`src/rtl/par_pkg.sv`:
```
package par_pkg;
  localparam int unsigned LANES = 9;

  typedef enum logic {
    MODE_GEN = 1'b0,
    MODE_CHK = 1'b1
  } par_mode_e;

  function automatic int unsigned word_width(input int unsigned stages);
    return LANES + (LANES - 1) * (stages - 1);
  endfunction
endpackage

```
`src/rtl/par_tree.sv`:
```
module par_tree #(
  parameter int unsigned N = 9
) (
  input  logic [N-1:0] bits_i,
  output logic         odd_o
);
  localparam int unsigned NODES = 2 * N - 1;

  // heap-ordered balanced XOR tree: leaves at N-1 .. 2N-2
  logic node [NODES];

  for (genvar j = 0; j < N; j++) begin : g_leaf
    assign node[N-1+j] = bits_i[j];
  end

  for (genvar i = 0; i < N - 1; i++) begin : g_node
    assign node[i] = node[2*i+1] ^ node[2*i+2];
  end

  assign odd_o = node[0];
endmodule

```
`src/rtl/par_unit.sv`:
```
module par_unit
  import par_pkg::*;
(
  input  logic [LANES-1:0] lanes_i,
  input  logic             chk_sel_i,
  input  logic             pin_i,
  output logic             pin_o,
  output logic             err_n_o
);
  logic      odd;
  logic      even_hi;
  par_mode_e mode;

  par_tree #(.N(LANES)) u_tree (
    .bits_i (lanes_i),
    .odd_o  (odd)
  );

  always_comb begin
    mode    = par_mode_e'(chk_sel_i);
    even_hi = ~odd;
    pin_o   = even_hi;
    if (mode == MODE_GEN) begin
      err_n_o = 1'b1;
    end else begin
      err_n_o = (even_hi == pin_i);
    end
  end
endmodule

```
`src/rtl/par_cascade.sv`:
```
module par_cascade
  import par_pkg::*;
#(
  parameter int unsigned STAGES = 3,
  localparam int unsigned W = word_width(STAGES)
) (
  input  logic [W-1:0] data_i,
  input  logic         chk_sel_i,
  input  logic         par_pin_i,
  output logic         par_pin_o,
  output logic         par_pin_oe,
  output logic         err_n_o
);
  logic [STAGES-1:0] link;
  logic [STAGES-1:0] err_v;

  for (genvar k = 0; k < STAGES; k++) begin : g_stage
    logic [LANES-1:0] lanes;
    logic             sel;
    logic             pin_rd;

    if (k == 0) begin : g_first
      assign lanes = data_i[LANES-1:0];
    end else begin : g_next
      assign lanes = {link[k-1], data_i[LANES+(LANES-1)*(k-1) +: LANES-1]};
    end

    if (k == STAGES - 1) begin : g_top
      assign sel    = chk_sel_i;
      assign pin_rd = par_pin_i;
    end else begin : g_low
      assign sel    = MODE_GEN;
      assign pin_rd = 1'b0;
    end

    par_unit u_unit (
      .lanes_i   (lanes),
      .chk_sel_i (sel),
      .pin_i     (pin_rd),
      .pin_o     (link[k]),
      .err_n_o   (err_v[k])
    );
  end

  assign par_pin_o  = link[STAGES-1];
  assign par_pin_oe = (par_mode_e'(chk_sel_i) == MODE_GEN);
  assign err_n_o    = &err_v;
endmodule

```
`config.mk`:
```
export PLATFORM = sky130hd
export DESIGN_NAME = par_cascade
export DESIGN_NICKNAME = d
export VERILOG_FILES = /design/src/rtl/par_pkg.sv /design/src/rtl/par_tree.sv /design/src/rtl/par_unit.sv /design/src/rtl/par_cascade.sv
export SDC_FILE = /design/constraint.sdc
export NUM_CORES = 1
export LEC_CHECK = 0
export ABC_AREA = 1
export BUFFER_PORTS_ARGS = -buffer_cell sky130_fd_sc_hd__buf_2
export CORE_AREA = 3 3 40 42
export DETAILED_ROUTE_END_ITERATION = 6
export DIE_AREA = 0 0 43 45
export PLACE_DENSITY = 0.72
export SYNTH_ARGS = -nofsm -noshare
export SYNTH_HDL_FRONTEND = slang
export SYNTH_SLANG_ARGS = --single-unit
```
`constraint.sdc`:
```
create_clock -name vclk -period 1.8
set_input_delay 0.36 -clock vclk [all_inputs]
set_output_delay 0.36 -clock vclk [all_outputs]
set_load 0.05 [all_outputs]
```
==> After elaboration in Yosys (flattened, before gate mapping) <==
Index checks and enable logic that the tools add are counted.
{ "totals": {"reg_bits": 0, "latch_bits": 0, "ram_bits": 0, "mem_bits_ro": 0, "inputBits": 27, "out_inout_bits": 3, "word_cells": 30, "mem_count": 0} }
{ "op_classes": {"n_addsub": 0, "n_mul": 0, "div_mod_pow": 0, "n_lt_le_gt_ge": 0, "n_eq_ne": 1, "shifts": 0, "mux": 1, "bitwise_logic": 28, "reduce_logical": 0} }
{ "op_table": {"columns": ["op", "count"], "rows": [
  ["XOR 1 bit", 24],
  ["NOT 1 bit", 4],
  ["equality test 1 bit", 1],
  ["2-to-1 mux 1 bit", 1]
]} }

==> Longest topological paths before layout <==
Gate-level depths: netlist (run 1).
{ "depth": {"word_depth": 17, "depth_mapped": 14, "mapped_depth_nobuf": 14} }

==> Hierarchy <==
Synthesis (run 1) repeated with hierarchy kept, for this count alone.
{ "unflattened": {"hier_cells": 110, "area_unflattened_um2": 531.8} }
{ "modules_own_cells": {"columns": ["mod", "instances", "cells_each", "area_each_um2", "seq_area_each_um2"], "rows": [
  ["par_tree", 3, 30, 142.6, 0.0],
  ["par_unit", 3, 5, 27.5, 0.0],
  ["par_cascade", 1, 5, 21.3, 0.0]
]} }

==> Least setup slack after synthesis (run 1) <==
OpenSTA, ideal clock, no wires.
{ "synth_path": {"path_type": "in2out", "from": "input port data_i[9]", "to": "output port par_pin_o", "arrival_ns": 1.369, "required_ns": 1.440, "setup_slack_ns": 0.071, "cell_stages": 13, "path_buffers": 0, "path_cell_list": "nor2_1 inv_1 nand2_1 nand2_1 nand2_1 nand2_1 nand2_2 inv_1 nand2_1 nand2_1 nand2_2 nand2_2 inv_1"} }
{ "synth_between": {"elab_chain_cells": 9} }
{ "synth_lines": {"columns": ["element", "line", "rtl"], "rows": [
  ["start: declaration", "par_cascade.sv:7", "input logic [W-1:0] data_i,"],
  ["XOR 1 bit (3 in series)", "par_tree.sv:17", "assign node[i] = node[2*i+1] ^ node[2*i+2];"],
  ["NOT 1 bit", "par_unit.sv:21", "even_hi = ~odd;"],
  ["XOR 1 bit (4 in series)", "par_tree.sv:17", null],
  ["NOT 1 bit", "par_unit.sv:21", null],
  ["end: declaration", "par_cascade.sv:10", "output logic par_pin_o,"]
]} }
No other way between the ends.

==> Final worst setup path (run 1) <==
{ "layout_path": {"from": "input port data_i[9]", "to": "output port err_n_o"} }
{ "layout_between": {"elab_chain_cells": 11} }
{ "layout_lines": {"columns": ["element", "line", "rtl"], "rows": [
  ["XOR 1 bit (3 in series)", "par_tree.sv:17", null],
  ["NOT 1 bit", "par_unit.sv:21", null],
  ["XOR 1 bit (4 in series)", "par_tree.sv:17", null],
  ["NOT 1 bit", "par_unit.sv:21", null],
  ["equality test 1 bit", "par_unit.sv:26", "err_n_o = (even_hi == pin_i);"],
  ["2-to-1 mux 1 bit", "par_unit.sv:23", "if (mode == MODE_GEN) begin"],
  ["end: declaration", "par_cascade.sv:12", "output logic err_n_o"]
]} }
No other way between the ends.

==> results.py, run 1 <==
metrics = {
    "critical_path": {
        "crit_top_cell": "nand2_1",
        "critPathBufInv": 3,
        "start_kind": "input port",
        "path_class": "input port to output pin",
        "path_cells": "buf_8 -> nor2_4 -> inv_1 -> nand2_1 -> nand2_1 -> nand2_1 -> nand2_1 -> nand2_2 -> nand3_1 -> nand2_1 -> nand2_2 -> nand3_1 -> nand3_2 -> buf_8",
        "crit_family": "simple AND/OR/NAND/NOR gates",
        "slowest_delay_ns": 0.15,
        "cpMaxStageDelayCell": "buf_8",
        "crit_path_max_fanout": 3,
        "crit_required_ns": 1.44,
        "arrival_ns": 1.58,
        "cp-end-kind": "output pin",
    },
    "cells_and_area": {
        "finalNetCount": 167,
        "clock_buffers": 0,
        "design_area_um2": 807,
        "stdcell_count": 153,
        "diodes": 0,
        "fillers": 124,
        "seq_cells": 0,
        "area_delta_synth_final_pct": 56.6,
        "regArea_um2": 0,
        "drive_above_1_share": 0.478,
    },
    "clock_tree": {
        "hold_buffers": 0,
        "post_cts_buffers": 0,
    },
    "floorplan": {
        "die_h_um": 45,
        "dieWidth_um": 43,
        "design.core.area_mm2": 0.00128,
        "rows": 13,
        "pin_count": 30,
        "start_util": 0.401,
        "dieArea_mm2": 0.00194,
    },
    "min_path": {
        "hp-start": "chk_sel_i",
        "holdPathEnd": "err_n_o",
        "hold_path_depth": 3,
        "min_path_type": "input port to output pin",
    },
    "timing": {
        "worstMarginPinSlew_ns": 0.249,
        "slew_viol_final": 0,
        "slew_headroom": 0.835,
        "period_share": 1.08,
        "rsz0062_at_grt": "true",
        "fin_ws_ns": -0.141,
        "setup_viol": 2,
        "whs_ns": 1.04,
        "min_period_ns": 1.94,
        "max_freq_mhz": 515,
        "hold_viol": 0,
    },
    "power": {
        "switching_share": 0.581,
        "power.clock.fraction": 0,
        "p_leak_nw": 0.520,
        "switchingPower_w": 0.000211,
        "internal-power_w": 0.000152,
        "power_w": 0.000363,
        "power_frac_seq": 0,
        "cellPowerDensity_mw_per_mm2": 450,
        "p_comb_frac": 1.000,
        "ir_drop_mv": 0.219,
    },
    "logic_synthesis": {
        "syn-cell-area_um2": 515,
        "netlist_instances": 108,
        "synth_top_cell_by_area": "nand2_1",
        "seq_area_frac_synth": 0,
        "ys.warnings.count": 0,
        "synth_area_per_cell_um2": 4.77,
        "synth.top_cell.area_share": 0.386,
        "syn_nets": 135,
        "netlist-cell-type-count": 11,
        "netlist_top_cells_area": "nand2_1, inv_1, nand2_2, xnor2_1, xor2_1",
    },
    "place": {
        "pre_cts_slack_ns": -0.200,
        "io_buffers": 30,
        "placed_cells": 153,
        "dp.final_hpwl_mm": 1.04,
        "placed_cell_area_um2": 684,
        "gp_congestion": 0.705,
    },
    "routing": {
        "drt_pass1_iterations": 4,
        "drt_wl_total_mm": 1.29,
        "ant_nets": 0,
        "via_per_inst": 4.52,
        "drt_iter0_drc": 8,
        "vias": 691,
        "drc": 0,
        "routedWlPerCell_um": 8.46,
    },
    "global_route": {
        "grt_pass1_wl_mm": 2.06,
        "grt_max_degree": 4,
        "grt_overflow_total": 0,
        "antenna_found_initial": 0,
        "grt_pass1_vias": 579,
        "grt_use_total": 0.127,
    },
    "run_status": {
        "outcome": "complete, but fails checks",
        "violations": "negative setup slack",
    },
    "run": {
        "max-cap-violations": 0,
    },
}
## per-stage QoR
step | util | setup TNS [ns]
2_1_floorplan | - | 0
3_3_place_gp | 0.533 | -0.204
3_5_place_dp | 0.533 | -0.306
4_1_cts | 0.587 | -0.101
5_1_grt | 0.628 | -0.428
6_report | 0.628 | -0.215
## worst max path at each step
stage          startpoint         to  slack (ns)  cells after the start
4_1_cts        data_i[17]    err_n_o       -0.08                     14
3_3_place_gp    data_i[9]    err_n_o       -0.14                     15
2_1_floorplan   data_i[9]  par_pin_o        0.07                     13
6_report        data_i[9]    err_n_o       -0.14                     14
5_1_grt         data_i[9]    err_n_o       -0.25                     16
3_5_place_dp    data_i[9]    err_n_o       -0.20                     13
## power by group through the flow
stage | registers (W) | logic, W | clock network, W
2_1_floorplan | 0 | 0.000224 | 0
3_3_place_gp | 0 | 0.000290 | 0
3_5_place_dp | 0 | 0.000300 | 0
4_1_cts | 0 | 0.000342 | 0
5_1_grt | 0 | 0.000399 | 0
6_report | 0 | 0.000363 | 0
## kinds of logic (layout without fill, tap and decap cells)
kind of cell / Yosys count / in the layout / share of synthesized area
and+or+nand+nor: 75 / 75 / 0.643
buffers and inverters: 21 / 51 / 0.153
xor gates and xnor gates: 12 / 12 / 0.204
## placed cells by master (no fill, tap or decap)
master and count:
nand2_1 48, buf_2 22, nand2_2 14, inv_1 11, inv_2 10, buf_6 6, xor2_1 5, xnor2_2 4
nor2_2 3, nand3_1 3, xnor2_1 3, nor2_4 2, nand3_2 2, buf_8 2, nand2_4 1, nand3b_1 1
nor2_1 1
## synthesized netlist by cell type, drive strengths merged
| library cell | n |
|---|---|
| xnor2 | 7 |
| xor2 | 5 |
| inv | 21 |
| nand3 | 5 |
| nand2 | 63 |
| nand3b | 1 |
| nor2 | 6 |
## per-layer routing
layer	track usage	part of all wire
met2	0.251	0.56
met1	0.149	0.37
met4	0.0301	0.024
met5	0	0
met3	0.00797	0.043
## cell type report
cell class                      count  area, µm²  share of cell area
Inverter                           21       78.8              0.0977
Multi-Input combinational cell     87        502               0.622
Tap cell                           15       18.8              0.0233
Timing Repair Buffer               30        208               0.257
## timing repair
action / CTS / global route
endpoints found under the setup margin: 2 / 2
pin swaps: 15 / 19
resized for setup: 16 / 22
No activity file was read; power rests on OpenSTA's default activity.
==> inputs of run 2 (changes only) <==
MAX_ROUTING_LAYER = met4   (was unset)
PLACE_DENSITY = 0.73   (was 0.72)
SYNTH_HIERARCHICAL = 1   (was unset)
==> run 2 against run 1 <==
Net effect:
- the run still ends with negative setup slack left
- first-iteration DRC count shrank 50%
- critical path depth rose by 16
- sequential share of layout area did not move
- fmax fell by 34%
- cell area increased by 15%
- synthesized cell count grew 1.9%
- area after synthesis is 3.2% higher
- power up 20%
- combinational power rose by 20%
- via count is 3.0% higher
- clock-buffer cell count did not move
- critical path type unchanged
==> results.py, run 2 <==
metrics = {
    "cells_and_area": {
        "regArea_um2": 0,
        "mostFrequentLayoutCell": "nand2_1",
        "diodes": 0,
        "finalNetCount": 181,
        "design_area_um2": 925,
        "area_delta_synth_final_pct": 73.9,
        "final_cell_mix": "nand2_1, buf_2, nand2_2",
        "clock_buffers": 0,
        "fillers": 120,
        "drive_above_1_share": 0.572,
        "seq_cells": 0,
        "fin_util": 0.720,
    },
    "logic_synthesis": {
        "synth.top_cell.area_share": 0.346,
        "synth-simple-area-share": 0.619,
        "synth_area_per_cell_um2": 4.83,
        "ys.warnings.count": 6,
        "yosys-mux-area-fraction": 0,
        "yosys-top-cells-count": "nand2_1, inv_1, nand3_2, nand3_1, xnor2_1",
        "syn-cell-area_um2": 532,
        "synth_top_cell_by_area": "nand2_1",
        "synth_compound_area_frac": 0,
        "synth_xor_area_frac": 0.148,
        "seq_area_frac_synth": 0,
        "netlist-cell-type-count": 10,
        "netlist_instances": 110,
        "yosysMostFrequentCell": "nand2_1",
        "netlist_top_cells_area": "nand2_1, inv_1, nand3_2, xnor2_1, nand3_1",
        "synth-adder-area-share": 0,
        "synth_top_family_by_area": "simple AND/OR/NAND/NOR gates",
    },
    "timing": {
        "min_period_ns": 2.92,
        "fin_ws_ns": -1.12,
        "slew_viol_final": 0,
        "max_freq_mhz": 342,
        "rsz0062_at_grt": "true",
        "setup_tns_ns": -2.15,
        "period_share": 1.62,
        "setup_viol": 2,
        "hold_viol": 0,
    },
    "power": {
        "power_w": 0.000437,
        "cellPowerDensity_mw_per_mm2": 472,
        "p_leak_nw": 0.584,
        "ir_drop_mv": 0.217,
    },
    "place": {
        "io_buffers": 30,
        "gp_congestion": 0.755,
        "placed_cell_area_um2": 796,
        "pre_cts_slack_ns": -1.21,
        "dp.final_hpwl_mm": 1.06,
    },
    "global_route": {
        "grt_pass1_wl_mm": 2.08,
        "grt_use_total": 0.129,
        "antenna_found_initial": 0,
        "grt_overflow_total": 0,
        "grt_max_degree": 5,
        "grt_pass1_vias": 619,
    },
    "critical_path": {
        "crit_required_ns": 1.44,
        "slowest_delay_ns": 0.18,
        "arrival_ns": 2.56,
        "critPathBufInv": 7,
        "cpMaxStageDelayCell": "xnor2_4",
        "cp-end-kind": "output pin",
        "start_kind": "input port",
        "crit_path_max_fanout": 4,
        "crit_family": "simple AND/OR/NAND/NOR gates",
        "path_class": "input port to output pin",
    },
    "routing": {
        "drc": 0,
        "vias": 712,
        "drt_iter0_drc": 4,
        "routedWlPerCell_um": 7.62,
        "drt_wl_total_mm": 1.27,
        "drt_pass1_iterations": 3,
        "ant_nets": 0,
        "via_per_inst": 4.26,
    },
    "min_path": {
        "min_path_type": "input port to output pin",
    },
    "floorplan": {
        "design.core.area_mm2": 0.00128,
        "dieArea_mm2": 0.00194,
        "dieWidth_um": 43,
        "rows": 13,
        "start_util": 0.414,
        "die_h_um": 45,
        "pin_count": 30,
    },
    "run_status": {
        "violations": "negative setup slack",
        "outcome": "complete, but fails checks",
    },
    "run": {
        "max-cap-violations": 0,
    },
}
-- run 2: changes by cell type in the layout (fill, tap and decap cells not counted), moves of 4 or more --
| cell | delta |
|---|---|
| inv_1 | +9 |
| nand2_1 | -20 |
| nand2_2 | +9 |
| conb_1 | +6 |
| nand3_2 | +10 |
| xnor2_2 | -4 |
| buf_4 | +7 |
-- run 2: cell families after synthesis --
logic type                after synthesis
xor gates and xnor gates                9
buffers and inverters                  32
other                                   1
and+or+nand+nor                        68
-- run 2: final timing paths --
| path | startpoint | end | slack, ns | cells after the start |
|---|---|---|---|---|
| worst min-delay path | chk_sel_i | par_pin_oe | 1.05 | 3 |
| worst max-delay path | data_i[1] | err_n_o | -1.12 | 30 |
-- run 2: stage by stage --
stage / std cells / hold WS, ns
2_1_floorplan: 115 / 0.896
3_3_place_gp: 164 / 1.04
3_5_place_dp: 164 / 1.05
4_1_cts: 165 / 1.05
5_1_grt: 167 / 1.05
6_report: 167 / 1.05
-- run 2: power by group --
| group | internal [W] | total [W] | switching, W |
|---|---|---|---|
| clock network | 0 | 0 | 0 |
| registers | 0 | 0 | 0 |
| logic | 0.000195 | 0.000437 | 0.000242 |
| total | 0.000195 | 0.000437 | 0.000242 |
-- run 2: final cells by class --
class / count / area, µm² / area share
tap: 15 / 18.8 / 0.0203
multi-input combinational: 83 / 527 / 0.570
inverter: 32 / 138 / 0.149
timing repair buffer: 37 / 241 / 0.261
-- run 2: what timing repair did --
item | 4_1_cts | 5_1_grt
endpoints found under the setup margin | 2 | 2
buffers inserted | 1 | 2
hold buffers | 0 | 0
resized for setup | 6 | 33
pin swaps | 1 | 24
-- run 2: per-layer routing --
layer | share of wire | global-route usage
met2 | 0.58 | 0.269
met1 | 0.38 | 0.145
met5 | 0 | -
met3 | 0.038 | 0
met4 | 0 | 0
==> inputs of run 3 (changes only) <==
BUFFER_PORTS_ARGS = unset   (was -buffer_cell sky130_fd_sc_hd__buf_2)
DONT_BUFFER_PORTS = 1   (was unset)
PLACE_DENSITY = unset   (was 0.73)
PLACE_DENSITY_LB_ADDON = 0.25   (was unset)
==> run 3 against run 2 <==
Net effect:
- the flow still finishes with violations (negative setup slack)
- flip-flop and latch count is the same
- power fell by 21%
- combinational power down 21%
- utilization down 17 points
- routed wire length down 29%
- setup slack improved by 0.24 ns
- global-route usage shrank 3.9 points
==> results.py, run 3 (synthesized netlist as in run 2, its figures left out) <==
metrics = {
    "run_status": {
        "outcome": "complete, but fails checks",
        "violations": "negative setup slack",
    },
    "floorplan": {
        "rows": 13,
        "die_h_um": 45,
        "dieArea_mm2": 0.00194,
        "start_util": 0.414,
        "dieWidth_um": 43,
        "pin_count": 30,
        "design.core.area_mm2": 0.00128,
    },
    "global_route": {
        "grt_overflow_total": 0,
        "grt_max_degree": 5,
        "grt_pass1_wl_mm": 1.43,
        "antenna_found_initial": 0,
        "grt_use_total": 0.0897,
        "grt_pass1_vias": 435,
    },
    "cells_and_area": {
        "drive_above_1_share": 0.358,
        "diodes": 0,
        "fin_util": 0.547,
        "design_area_um2": 703,
        "finalNetCount": 149,
        "final_cell_mix": "nand2_1, inv_1, nand2_2",
        "mostFrequentLayoutCell": "nand2_1",
        "regArea_um2": 0,
        "area_delta_synth_final_pct": 32.2,
        "fillers": 148,
        "stdcell_count": 135,
        "seq_cells": 0,
        "clock_buffers": 0,
    },
    "power": {
        "ir_drop_mv": 0.181,
        "cellPowerDensity_mw_per_mm2": 491,
        "power_w": 0.000346,
        "p_leak_nw": 0.442,
    },
    "critical_path": {
        "crit_required_ns": 1.44,
        "start_kind": "input port",
        "crit_path_max_fanout": 4,
        "cp-end-kind": "output pin",
        "crit_top_cell": "nand2_1",
        "slowest_delay_ns": 0.13,
        "cpMaxStageDelayCell": "buf_12",
        "arrival_ns": 2.33,
        "path_class": "input port to output pin",
    },
    "routing": {
        "drt_pass1_iterations": 3,
        "drc": 0,
        "via_per_inst": 4.37,
        "drt_iter0_drc": 3,
        "vias": 590,
        "routedWlPerCell_um": 6.73,
        "drt_wl_total_um": 909,
        "ant_nets": 0,
    },
    "place": {
        "dp.final_hpwl_um": 872,
        "io_buffers": 0,
        "gp_congestion": 0.664,
        "placed_cells": 135,
        "placed_cell_area_um2": 666,
    },
    "timing": {
        "period_share": 1.49,
        "setup_tns_ns": -1.55,
        "fin_ws_ns": -0.886,
        "slew_viol_final": 0,
        "max_freq_mhz": 372,
        "min_period_ns": 2.69,
        "rsz0062_at_grt": "true",
        "hold_viol": 0,
        "setup_viol": 2,
    },
    "run": {
        "max-cap-violations": 0,
    },
    "min_path": {
        "min_path_type": "input port to output pin",
    },
}
-- run 3: cell count changes in the layout (fill, tap and decap cells not counted), sizes merged --
cell | before | now
buf | 37 | 5
-- run 3: metrics by stage --
step | setup slack [ns] | hold WS (ns)
floorplan | -0.911 | 0.896
global placement | -0.878 | 0.901
detailed placement | -0.944 | 0.900
CTS | -0.919 | 0.900
global route | -1.14 | 0.905
finish | -0.886 | 0.898
-- run 3: worst paths after layout --
| check | start | end | slack [ns] | cells past startpoint |
|---|---|---|---|---|
| worst max-delay path | data_i[8] | err_n_o | -0.89 | 31 |
| worst min-delay path | chk_sel_i | par_pin_oe | 0.90 | 1 |
-- run 3: what timing repair did --
action / in CTS / in global routing
buffers inserted: 0 / 0
pin swaps: 2 / 1
cloned: 0 / 0
endpoints found under the setup margin: 2 / 2
hold buffers: 0 / 0
resized for setup: 0 / 15
-- run 3: final cells by class --
type | count | area [µm²] | share of cell area
multi-input combinational | 83 | 492 | 0.699
inverter | 32 | 135 | 0.192
timing repair buffer | 5 | 57.6 | 0.0819
tap | 15 | 18.8 | 0.0267
-- run 3: power by group --
group,internal (W),switching [W]
logic,0.000150,0.000195
registers,0,0
clock network,0,0
-- run 3: critical path, delay by kind of cell --
family                 cells  cell delay [ns]
AND/OR/NAND/NOR           24             1.50
buffers and inverters      7             0.47
-- run 3: metal layers --
layer	up-vias	share of wire	GRT usage
met2	13	0.59	0.195
met3	0	0.061	0
met4	0	0	0
met1	249	0.35	0.0952
li1	328	-	-
met5	-	0	-
